**src/rtl/dsc_pkg.sv**
```systemverilog
package dsc_pkg;
  localparam int DEF_CNT_W  = 16;
  localparam int DEF_BYTE_W = 8;

  function automatic int lanes_for(input int cnt_w, input int byte_w);
    return 2 * (cnt_w / byte_w);
  endfunction
endpackage

```
**src/rtl/dsc_counter.sv**
```systemverilog
module dsc_counter #(
  parameter int W = 16
) (
  input  logic         clk,
  input  logic         clr_n,
  input  logic         step,
  input  logic         en_n,
  output logic [W-1:0] count,
  output logic         full
);
  always_ff @(posedge clk or negedge clr_n) begin
    if (!clr_n)
      count <= '0;
    else if (step && !en_n)
      count <= count + 1'b1;
  end

  assign full = &count;
endmodule

```
**src/rtl/dsc_snapshot.sv**
```systemverilog
module dsc_snapshot #(
  parameter int W = 32
) (
  input  logic         clk,
  input  logic         rst_n,
  input  logic         cap,
  input  logic [W-1:0] d,
  output logic [W-1:0] q
);
  always_ff @(posedge clk or negedge rst_n) begin
    if (!rst_n)
      q <= '0;
    else if (cap)
      q <= d;
  end
endmodule

```
**src/rtl/dsc_lane_mux.sv**
```systemverilog
module dsc_lane_mux #(
  parameter int BYTE_W = 8,
  parameter int LANES  = 4
) (
  input  logic [LANES-1:0]        sel_n,
  input  logic [LANES*BYTE_W-1:0] d,
  output logic [BYTE_W-1:0]       data,
  output logic                    oe,
  output logic                    err
);
  logic [LANES-1:0]  hit;
  logic [BYTE_W-1:0] masked [LANES];

  assign hit = ~sel_n;

  for (genvar i = 0; i < LANES; i++) begin : g_lane
    assign masked[i] = hit[i] ? d[i*BYTE_W +: BYTE_W] : '0;
  end

  always_comb begin
    int n;
    n    = 0;
    data = '0;
    for (int i = 0; i < LANES; i++) begin
      data = data | masked[i];
      if (hit[i]) n = n + 1;
    end
    oe  = (n != 0);
    err = (n > 1);
  end
endmodule

```
**src/rtl/dual_snap_counter.sv**
```systemverilog
module dual_snap_counter
  import dsc_pkg::*;
#(
  parameter int CNT_W  = DEF_CNT_W,
  parameter int BYTE_W = DEF_BYTE_W,
  parameter int LANES  = lanes_for(CNT_W, BYTE_W)
) (
  input  logic              clk,
  input  logic              rst_n,
  input  logic              clr_n,
  input  logic              cnt_a_pulse,
  input  logic              cnt_b_pulse,
  input  logic              cnt_b_en_n,
  input  logic              cap_pulse,
  input  logic [LANES-1:0]  sel_n,
  output logic              rco_a_n,
  output logic [BYTE_W-1:0] rd_data,
  output logic              rd_oe,
  output logic              sel_err
);
  localparam int SNAP_W = 2 * CNT_W;

  logic             clr_all_n;
  logic [CNT_W-1:0] cnt_a_q;
  logic [CNT_W-1:0] cnt_b_q;
  logic             a_full;
  logic             b_full;
  logic [SNAP_W-1:0] snap_q;

  assign clr_all_n = rst_n & clr_n;

  dsc_counter #(.W(CNT_W)) u_cnt_a (
    .clk   (clk),
    .clr_n (clr_all_n),
    .step  (cnt_a_pulse),
    .en_n  (1'b0),
    .count (cnt_a_q),
    .full  (a_full)
  );

  dsc_counter #(.W(CNT_W)) u_cnt_b (
    .clk   (clk),
    .clr_n (clr_all_n),
    .step  (cnt_b_pulse),
    .en_n  (cnt_b_en_n),
    .count (cnt_b_q),
    .full  (b_full)
  );

  assign rco_a_n = ~a_full;

  dsc_snapshot #(.W(SNAP_W)) u_snap (
    .clk   (clk),
    .rst_n (rst_n),
    .cap   (cap_pulse),
    .d     ({cnt_b_q, cnt_a_q}),
    .q     (snap_q)
  );

  dsc_lane_mux #(.BYTE_W(BYTE_W), .LANES(LANES)) u_mux (
    .sel_n (sel_n),
    .d     (snap_q),
    .data  (rd_data),
    .oe    (rd_oe),
    .err   (sel_err)
  );

  logic unused_b_full;
  assign unused_b_full = b_full;
endmodule

```
**config.mk**
```make
export PLATFORM = sky130hd
export DESIGN_NAME = dual_snap_counter
export DESIGN_NICKNAME = d
export VERILOG_FILES = /design/src/rtl/dsc_pkg.sv /design/src/rtl/dsc_counter.sv /design/src/rtl/dsc_snapshot.sv /design/src/rtl/dsc_lane_mux.sv /design/src/rtl/dual_snap_counter.sv
export SDC_FILE = /design/constraint.sdc
export NUM_CORES = 1
export LEC_CHECK = 0
export BUFFER_PORTS_ARGS = -buffer_cell sky130_fd_sc_hd__buf_2
export CAP_MARGIN = 20
export CORE_MARGIN = 2
export CORE_UTILIZATION = 60
export DETAILED_ROUTE_END_ITERATION = 16
export PLACE_DENSITY = 0.8
export SLEW_MARGIN = 15
export SYNTH_ARGS = -nofsm -noshare
export SYNTH_HDL_FRONTEND = slang
export SYNTH_SLANG_ARGS = --single-unit
```
**constraint.sdc**
```tcl
create_clock -name clk -period 4 [get_ports clk]
set_clock_uncertainty 0.05 [all_clocks]
set_input_delay 0.6 -clock clk [delete_from_list [all_inputs] [get_ports clk]]
set_output_delay 0.6 -clock clk [all_outputs]
set_load 0.02 [all_outputs]
```
==> key figures <==
Run status
  • Run status: finished, final reports clean

GRT
  • First-pass GRT wire length: about 9400 um
  • Total grt overflow: 0
  • Number of global-route vias before repair: around 1900
  • Pin count of the biggest net entering global routing: 49
  • Initial antenna violation count: 0
  • All-Layer GR Usage: a little under a quarter

Final layout
  • Layout cell share with drive strength beyond 1: 19.7%
  • Final Non-Filler Cells: 344
  • Ant. Diodes: 0
  • Area delta synth->final: 11.9%
  • Layout net count: 302

Yosys
  • Avg Synthesized Cell Area: approximately 11 um2
  • Synth Net Count: roughly 280
  • Cell count after synthesis: between 200 and 300
  • Synth top area share: 55.4%
  • Total standard cell area after synthesis: between 2000 and 3000 um2
  • Library cell occupying the most area in the post-synthesis netlist: sky130_fd_sc_hd__dfrtp_1
  • Yosys warning count: 0
  • Count of state elements after synthesis: 64
  • Most area-consuming cells after synthesis: sky130_fd_sc_hd__dfrtp_1 55%, sky130_fd_sc_hd__mux2_2 7.0%, sky130_fd_sc_hd__xnor2_1 6.1%
  • Unique cell type count in the Yosys netlist: 33
  • Seq/Total Area, Yosys: between 50% and 60%

Pwr
  • Relative contribution of combinational cells to total power: about 20%
  • Pwr Density: approximately 560 nW/um2
  • Maximum vdd ir drop: 340 uV
  • Sw Pwr: around 540 uW
  • Internal power: roughly 1.3 mW
  • Fraction of power consumed by sequential logic: around half
  • Reported leakage power: 1.50 nW
  • Clock power frac: a little under a third
  • Sw Ratio: a little under a third

Setup path
  • Most prevalent standard cell on the critical path: sky130_fd_sc_hd__buf_2
  • Data arrival time of the critical path: 2220 ps
  • Reg2Reg Depth: 5
  • Worst setup path class: input port to output pin
  • Largest incremental delay on the critical path: a little over 500 ps
  • Cell family contributing the most delay on the critical path: buffers and inverters
  • Slowest stage cell, crit path: sky130_fd_sc_hd__ha_1
  • Critical register-to-register path startpoint: u_cnt_a.count[0]$_DFFE_PN0P_
  • CP startpoint kind: input port
  • Data required, critical path: approximately 3400 ps
  • Biggest fanout along the worst timing path: 10
  • Worst r2r dst: u_cnt_a.count[14]$_DFFE_PN0P_
  • CP Cell Sequence: buf_2 > clkinv_1 > ha_1 > nand2_1 > o2bb2ai_1 > a32o_1 > o22ai_1 > buf_2
  • Kind of end point of the critical path: output pin
  • CP bufs+invs: 3
  • Reg2Reg Setup Slack: 2430 ps

Drt
  • Wire length after detailed routing: ~5700 um
  • Drt first pass iters: 4
  • Antenna viol nets, final: 0
  • Routed vias: ~2000
  • DR vias/cell: 5.76
  • Detail-routed net length per standard cell: about 17 um
  • DRC errors left: 0
  • Initial drt markers: 164

Timing
  • Max_slew headroom: around 46%
  • Maximum operating frequency: around 350 MHz
  • Slew @ Worst Pin: approximately 800 ps
  • Number of pins with negative max-slew slack in the final report: 0
  • Setup total negative slack: 0 ps
  • Total of endpoints with negative setup slack in the final report: 0
  • Final period demand of the worst path: roughly 2900 ps
  • Total count of hold-check failures in the final report: 0
  • Setup repair after global routing missed its margin: no
  • Share of the clock period used by the worst path after layout: 71.8%

Floorplanning
  • Die Wd: roughly 73 um
  • Num rows: 25
  • Top Ports: 22
  • Placeable Area: approximately 4700 um2
  • Die boundary height: roughly 73 um
  • Die footprint: around 5400 um2
  • Initial Util: slightly above 60%

CTS
  • Max Root-Sink Buffers: 2
  • Maximum level of the CTS H-tree: 3
  • Root buf cell: sky130_fd_sc_hd__clkbuf_8
  • Count of clock tree sinks: 64
  • Post-CTS Setup Bufs: 0
  • Cts hold-fix bufs: 0
  • CTS resizes: 0
  • Number of CTS-inserted buffers: 9
  • Clock latency reported for the late side of the worst-skew pair: between 300 and 400 ps
  • Clock slew seen by the registers of the worst setup and hold paths: about 70 ps
  • CTS tree: done

Hold path
  • Worst Hold Class: input port to async pin

Placed design
  • Last weighted congestion value of the routability-driven placer: roughly 0.76
  • Count of input and output buffers: 21
  • Hpwl dp: slightly below 4000 um
  • Cell Count Post-Placement: 328

Run
  • Number of maximum-capacitance violations: 0
[metal layers]
layer	global-route usage (%)	wire [um]	vias to the layer above
li1	-	-	949
met1	33.7	2730	987
met2	35.5	2710	43
met3	4.12	195	4
met4	9.09	51	0
met5	0	0	-
[placed cells by master (no fill, tap or decap), drive strengths merged]
cell and count:
and4 2, dfrtp 64, nand3 7, nor2 8, buf 22, o21ai 18, inv 20, nor3 4
nor4 2, a22oi 8, o22ai 1, nand2 30, clkinv 4, xor2 10, and3b 1, a31oi 1
ha 6, nor3b 1, o31ai 1, and2 1, a32o 1, nor2b 1, o221ai 8, clkbuf 13
mux2 18, xnor2 20, bufinv 1, and3 4, or2b 1, a21oi 1, nand4 10, o2bb2ai 1
[worst max path at each step]
stage / from / end / slack, ps / cells past startpoint
after CTS: sel_n[0] / sel_err / 1130 / 8
after floorplan: sel_n[0] / sel_err / 1400 / 6
final: sel_n[0] / sel_err / 1130 / 8
after global placement: sel_n[0] / sel_err / 1260 / 8
after detailed placement: sel_n[0] / sel_err / 1130 / 8
after global routing: sel_n[0] / sel_err / 970 / 8
[power groups by stage]
stage / clock [mW] / combinational (mW) / sequential (mW)
after detailed placement: 0 / 0.352 / 0.900
after global placement: 0 / 0.340 / 0.893
final: 0.553 / 0.354 / 0.890
after floorplan: 0 / 0.266 / 0.860
after global routing: 0.588 / 0.395 / 0.905
after CTS: 0.562 / 0.357 / 0.887
[kinds of logic after synthesis]
family          share of synthesized area, %
flops                                   55.4
compound gates                          9.13
buf+inv                                 4.03
simple gates                            12.7
xor+xnor                                9.09
fa+ha+maj                               2.60
mux                                     7.01
[per-stage QoR]
stage               setup WS [ps]  hold WS, ps  instance area [um2]  util [%]  power, mW
finish                       1130          277                 3240      69.0       1.80
global route                  975          325                 3240      69.0       1.89
CTS                          1130          294                 3240      69.0       1.81
floorplan                    1400          254                 2890         -       1.13
detailed placement           1130          414                 3040      64.7       1.25
global placement             1260          411                 3040      64.7       1.23
[sequential cells by signal, summed over array words and instances (netlist names)]
name / cells
u_cnt_b.count: 16
u_snap.q: 32
u_cnt_a.count: 16
[Yosys cell counts (all sizes together)]
master and n:
a21oi 1, a22oi 8, a31oi 1, a32o 1, and2 1, and3 4, and3b 1, and4 2
buf 3, clkbuf 5, clkinv 2, dfrtp 64, ha 6, inv 20, mux2 18, nand2 30
nand3 7, nand4 10, nor2 8, nor2b 1, nor3 4, nor3b 1, nor4 2, o21ai 18
o221ai 8, o22ai 1, o2bb2ai 1, o31ai 1, or2b 1, xnor2 20, xor2 10
[final cells by class]
type                    count  area, um2
clock buffers              13        159
clock inverters             3       40.0
fillers                   377       1460
inverters                  22       82.6
multi-input cells         166       1170
flip-flops and latches     64       1600
well taps                  54       67.6
repair buffers             22        113
Note: power is estimated with default switching activity, not from simulation.
